### config.mk
export PLATFORM = sky130hd
export DESIGN_NAME = mont_mul_serial
export DESIGN_NICKNAME = d
export VERILOG_FILES = /design/src/rtl/mont_pkg.sv /design/src/rtl/mont_ctrl.sv /design/src/rtl/mont_bscan.sv /design/src/rtl/mont_step.sv /design/src/rtl/mont_mul_serial.sv
export SDC_FILE = /design/constraint.sdc
export NUM_CORES = 1
export LEC_CHECK = 0
export ABC_AREA = 0
export BUFFER_PORTS_ARGS = -buffer_cell sky130_fd_sc_hd__buf_2
export CORE_MARGIN = 4
export CORE_UTILIZATION = 63
export CTS_CLUSTER_DIAMETER = 60
export DETAILED_ROUTE_END_ITERATION = 8
export PLACE_DENSITY_LB_ADDON = 0.2
export SKIP_CTS_REPAIR_TIMING = 1
export SLEW_MARGIN = 25
export SYNTH_ARGS = -nofsm -noshare
export SYNTH_HDL_FRONTEND = slang
export SYNTH_HIERARCHICAL = 1
export SYNTH_SLANG_ARGS = --single-unit
### constraint.sdc
create_clock -name clk -period 6.5 [get_ports clk]
set_input_delay 1.3 -clock clk [delete_from_list [all_inputs] [get_ports clk]]
set_output_delay 1.3 -clock clk [all_outputs]
set_load 0.1 [all_outputs]
### src/rtl/mont_pkg.sv
package mont_pkg;

   typedef enum logic [0:0] {
      ST_IDLE = 1'b0,
      ST_RUN  = 1'b1
   } mont_st_e;

   // Number of iterations for a given modulus width.
   function automatic int unsigned mont_iters(input int unsigned pw);
      return pw + 2;
   endfunction

endpackage

### src/rtl/mont_ctrl.sv
module mont_ctrl
   import mont_pkg::*;
#(
   parameter int unsigned ITERS = 18
) (
   input  logic clk,
   input  logic rst_n,
   input  logic start,
   output logic load,
   output logic step,
   output logic busy,
   output logic done
);

   localparam int unsigned CW = (ITERS < 2) ? 1 : $clog2(ITERS);

   mont_st_e       st_q;
   logic [CW-1:0]  cnt_q;
   logic           last;

   assign busy = (st_q == ST_RUN);
   assign load = start && (st_q == ST_IDLE);
   assign step = busy;
   assign last = step && (cnt_q == CW'(ITERS - 1));

   always_ff @(posedge clk or negedge rst_n) begin
      if (!rst_n) begin
         st_q  <= ST_IDLE;
         cnt_q <= '0;
         done  <= 1'b0;
      end else begin
         done <= 1'b0;
         unique case (st_q)
            ST_IDLE: begin
               if (load) begin
                  st_q  <= ST_RUN;
                  cnt_q <= '0;
               end
            end
            ST_RUN: begin
               cnt_q <= cnt_q + 1'b1;
               if (last) begin
                  st_q <= ST_IDLE;
                  done <= 1'b1;
               end
            end
            default: st_q <= ST_IDLE;
         endcase
      end
   end

endmodule

### src/rtl/mont_bscan.sv
module mont_bscan #(
   parameter int unsigned OW = 17
) (
   input  logic          clk,
   input  logic          rst_n,
   input  logic          load,
   input  logic          step,
   input  logic [OW-1:0] b_in,
   output logic          bit_o
);

   // One extra zero bit on top: the last iteration sees b = 0.
   localparam int unsigned SW = OW + 1;

   logic [SW-1:0] sh_q;

   always_ff @(posedge clk or negedge rst_n) begin
      if (!rst_n) begin
         sh_q <= '0;
      end else if (load) begin
         sh_q <= {1'b0, b_in};
      end else if (step) begin
         sh_q <= sh_q >> 1;
      end
   end

   assign bit_o = sh_q[0];

endmodule

### src/rtl/mont_step.sv
module mont_step #(
   parameter int unsigned AW    = 19,
   parameter bit          FUSED = 1'b0
) (
   input  logic [AW-1:0] acc,
   input  logic [AW-1:0] a,
   input  logic [AW-1:0] m,
   input  logic          b_bit,
   output logic [AW-1:0] acc_next
);

   logic [AW-1:0] a_sel;
   logic [AW-1:0] tot;

   assign a_sel = b_bit ? a : '0;

   generate
      if (FUSED) begin : g_fused
         // Parity predicted from the operand LSBs; one three-input sum.
         logic q;
         assign q   = acc[0] ^ (b_bit & a[0]);
         assign tot = acc + a_sel + (q ? m : '0);
      end else begin : g_chain
         // Two adders in series; parity read from the first sum.
         logic [AW-1:0] s;
         assign s   = acc + a_sel;
         assign tot = s + (s[0] ? m : '0);
      end
   endgenerate

   assign acc_next = tot >> 1;

endmodule

### src/rtl/mont_mul_serial.sv
module mont_mul_serial
   import mont_pkg::*;
#(
   parameter int unsigned PW    = 16,
   parameter bit          FUSED = 1'b0
) (
   input  logic          clk,
   input  logic          rst_n,
   input  logic          start,
   input  logic [PW:0]   a,
   input  logic [PW:0]   b,
   input  logic [PW-1:0] modulus,
   output logic          busy,
   output logic          done,
   output logic [PW:0]   r
);

   localparam int unsigned OW    = PW + 1;
   localparam int unsigned AW    = PW + 3;
   localparam int unsigned ITERS = mont_iters(PW);

   generate
      if (PW < 2) begin : g_bad_width
         $error("mont_mul_serial: PW must be at least 2");
      end
   endgenerate

   logic          load;
   logic          step;
   logic          b_bit;
   logic [AW-1:0] acc_q;
   logic [AW-1:0] acc_nx;
   logic [AW-1:0] a_q;
   logic [AW-1:0] m_q;

   mont_ctrl #(.ITERS(ITERS)) u_ctrl (
      .clk   (clk),
      .rst_n (rst_n),
      .start (start),
      .load  (load),
      .step  (step),
      .busy  (busy),
      .done  (done)
   );

   mont_bscan #(.OW(OW)) u_bscan (
      .clk   (clk),
      .rst_n (rst_n),
      .load  (load),
      .step  (step),
      .b_in  (b),
      .bit_o (b_bit)
   );

   mont_step #(.AW(AW), .FUSED(FUSED)) u_step (
      .acc      (acc_q),
      .a        (a_q),
      .m        (m_q),
      .b_bit    (b_bit),
      .acc_next (acc_nx)
   );

   always_ff @(posedge clk or negedge rst_n) begin
      if (!rst_n) begin
         acc_q <= '0;
         a_q   <= '0;
         m_q   <= '0;
      end else if (load) begin
         acc_q <= '0;
         a_q   <= AW'(a);
         m_q   <= AW'(modulus);
      end else if (step) begin
         acc_q <= acc_nx;
      end
   end

   assign r = acc_q[PW:0];

endmodule

==> results.toml <==
[timing]
relSlewSlack_pct = 33.41
hold_viol = 0
worst_clock_skew_ps = 14.46
rsz0062_at_grt = "no"
tightestPinTransition_ps = 996.8
tns_ps = 0
fin_crit_sh_pct = 64.85
finalSetupViolCount = 0
fmax_mhz = 237.2
slew_viol_final = 0
period_needed_ps = 4215

[placed_design]
globalplace.congestion = 0.9697
hpwlAfterDp_mm = 8.384
port_buffers = 71

[drt]
wire_per_inst_um = 16.27
drt_iter0_drc = 200
vias = 3860
routed.top_layer = "met4"
wl_mm = 11.10
met3_length_um = 678
first_pass_iters = 4
vias_per_cell = 5.660
drc = 0
m1WireLength_mm = 5.158
dr_wl_met2_mm = 5.148
postRouteAntennaNets = 0

[setup_path]
cp_max_fo = 20
rr_startpoint = "u_bscan/sh_q[0]"
critPathKind = "reg2reg"
cp.arrival_ps = 4420
r2r_setup_slack_ps = 2280
cp-start-kind = "flop"
timing.rr.end = "acc_q[17]"
crit_path_end = "acc_q[17]"
crit_required_ps = 6700
cp-end-kind = "flop"
ff2ff_path_depth = 18
setup.worst_path.start = "u_bscan/sh_q[0]"

[global_route]
grt_first_pass_wirelength_mm = 18.89
grt_pass1_vias = 3916
antenna_found_initial = 0
grt.overflow.total = 0
grt_max_degree = 77
track_usage_pct = 23.08

[floorplanning]
fp-row-count = 33
die_area_um2 = 10120
core_um2 = 8258
start_util_pct = 65.39
ioPinCount = 72
die_h_um = 100.6
die_w_um = 100.6

[layout]
n_antenna_cell = 0
fill_cells = 659
fin_nets = 664
syn_to_final_growth_pct = 7.576
drive_gt1_share_pct = 24.96

[clocking]
clkTransAtPathRegs_ps = 80
clock_latency_ps = 340
htreeDepth = 3
cts_root_buf = "clkbuf_8"
cts_tree = "yes"
cts_sinks = 76
cts_buffers = 9
clockBufferDepth = 2

[yosys]
yosys.cell_count.top_type = "dfrtp_1"
syn_inst = 520
synth_top_area_cell = "dfrtp_1"
synth.top_cell.area_share_pct = 35.22
syn_avg_cell_area_um2 = 10.38
synth_cell_types = 54
synth_edf_count = 0
synth_ff_type = "dfrtp_1"
yosysSeqAreaShare_pct = 35.22
ys_warn_count = 6
ys_seq_elements = 76
synthTopCellsByArea = "dfrtp_1 (35%), ha_1 (8.6%), mux2_4 (8.3%), mux2i_1 (6.7%), and2_1 (4.2%)"
synth.cells.most_frequent = "dfrtp_1 (76), nor2_1 (39), ha_1 (37)"
synth_area_um2 = 5400
async_flop_share_pct = 100.0

[min_path]
min_path_type = "reg2reg"

[flow_run]
cap_violations = 0

[outcome]
status = "finished clean"
[registers in the layout, indices dropped and copies added, names as in the netlist]
signal	count
acc_q	19
a_q	17
u_bscan/sh_q	17
m_q	16
u_ctrl/cnt_q	5
u_ctrl/busy	1
u_ctrl/done	1
[stage by stage]
stage / instance area (µm²) / utilization, % / worst slack [ps] / hold slack [ps] / instances
final: 5809 / 70.35 / 2285 / 503.3 / 682
after global routing: 5809 / 70.35 / 1922 / 527.4 / 682
after CTS: 5806 / 70.30 / 2300 / 509.5 / 682
after detailed placement: 5599 / 67.80 / 2348 / 490.5 / 666
after global placement: 5599 / 67.80 / 2496 / 488.3 / 666
after floorplan: 5415 / - / 2836 / 472.7 / 524
[cell usage in the layout (no fill, tap or decap), drive strengths merged, types with 3 or more instances in the layout]
master  netlist  layout
o21bai        8       8
xnor2        23      23
nand2b        6       6
xor2         13      13
mux2         33      33
o21ai        35      35
a21oi        34      34
o211ai        3       3
a211oi        4       4
dfrtp        76      76
clkbuf        3      10
nand2        31      31
nor2         39      39
conb          2       6
nand3         6       6
buf          33      73
a31oi         6       6
inv           9      12
and2         37      37
a21o         15      15
nor3          6       6
o31ai         4       4
ha           37      37
mux2i        36      36
[kinds of logic after synthesis]
logic type / share of synthesized area (%)
flops: 35.22
xor+xnor: 5.839
simple gates: 12.03
fa+ha+maj: 9.314
mux: 15.64
buf+inv: 6.719
other cells: 0.1391
compound gates: 15.11
[final cells by class]
type | instances | area (µm²) | share of cell area (%)
clock buffers | 10 | 137.6 | 2.369
clock inverters | 6 | 68.82 | 1.185
inverters | 9 | 33.78 | 0.5815
multi-input cells | 403 | 3158 | 54.36
flip-flops and latches | 76 | 1903 | 32.76
well taps | 105 | 131.4 | 2.261
repair buffers | 73 | 376.6 | 6.483
[metal layers]
metal,GRT usage [%],vias to the layer above
li1,-,1915
met2,36.51,105
met4,5.803,0
met3,3.737,8
met5,0,-
met1,33.10,1832
[worst min path at each step]
stage	slack, ps	endpoint	depth (start not counted)	startpoint
after global placement	490	a_q[16]	1	a_q[16]
after floorplan	470	a_q[0]	1	a_q[0]
after global routing	530	m_q[15]	1	m_q[15]
final	500	a_q[0]	1	a_q[0]
after CTS	510	a_q[0]	1	a_q[0]
after detailed placement	490	m_q[10]	1	m_q[10]
[worst max-delay path, cell delays in order (launching register included)]
cell and delay, ps:
dfrtp_1 560, and2_1 230, ha_1 200, fa_1 430, a211oi_2 280, o21ai_1 160, a31oi_2 260, o211ai_1 160
a21o_1 190, a21oi_2 150, xnor2_1 80, ha_1 370, a21oi_1 220, nand2_1 100, o31ai_2 210, xnor2_1 110
xnor2_1 130, mux2i_1 170, nor2_1 60
Power is left out: the tool's default activity adds up to more than one toggle a clock period on the data nets, which glitch-free logic cannot reach.
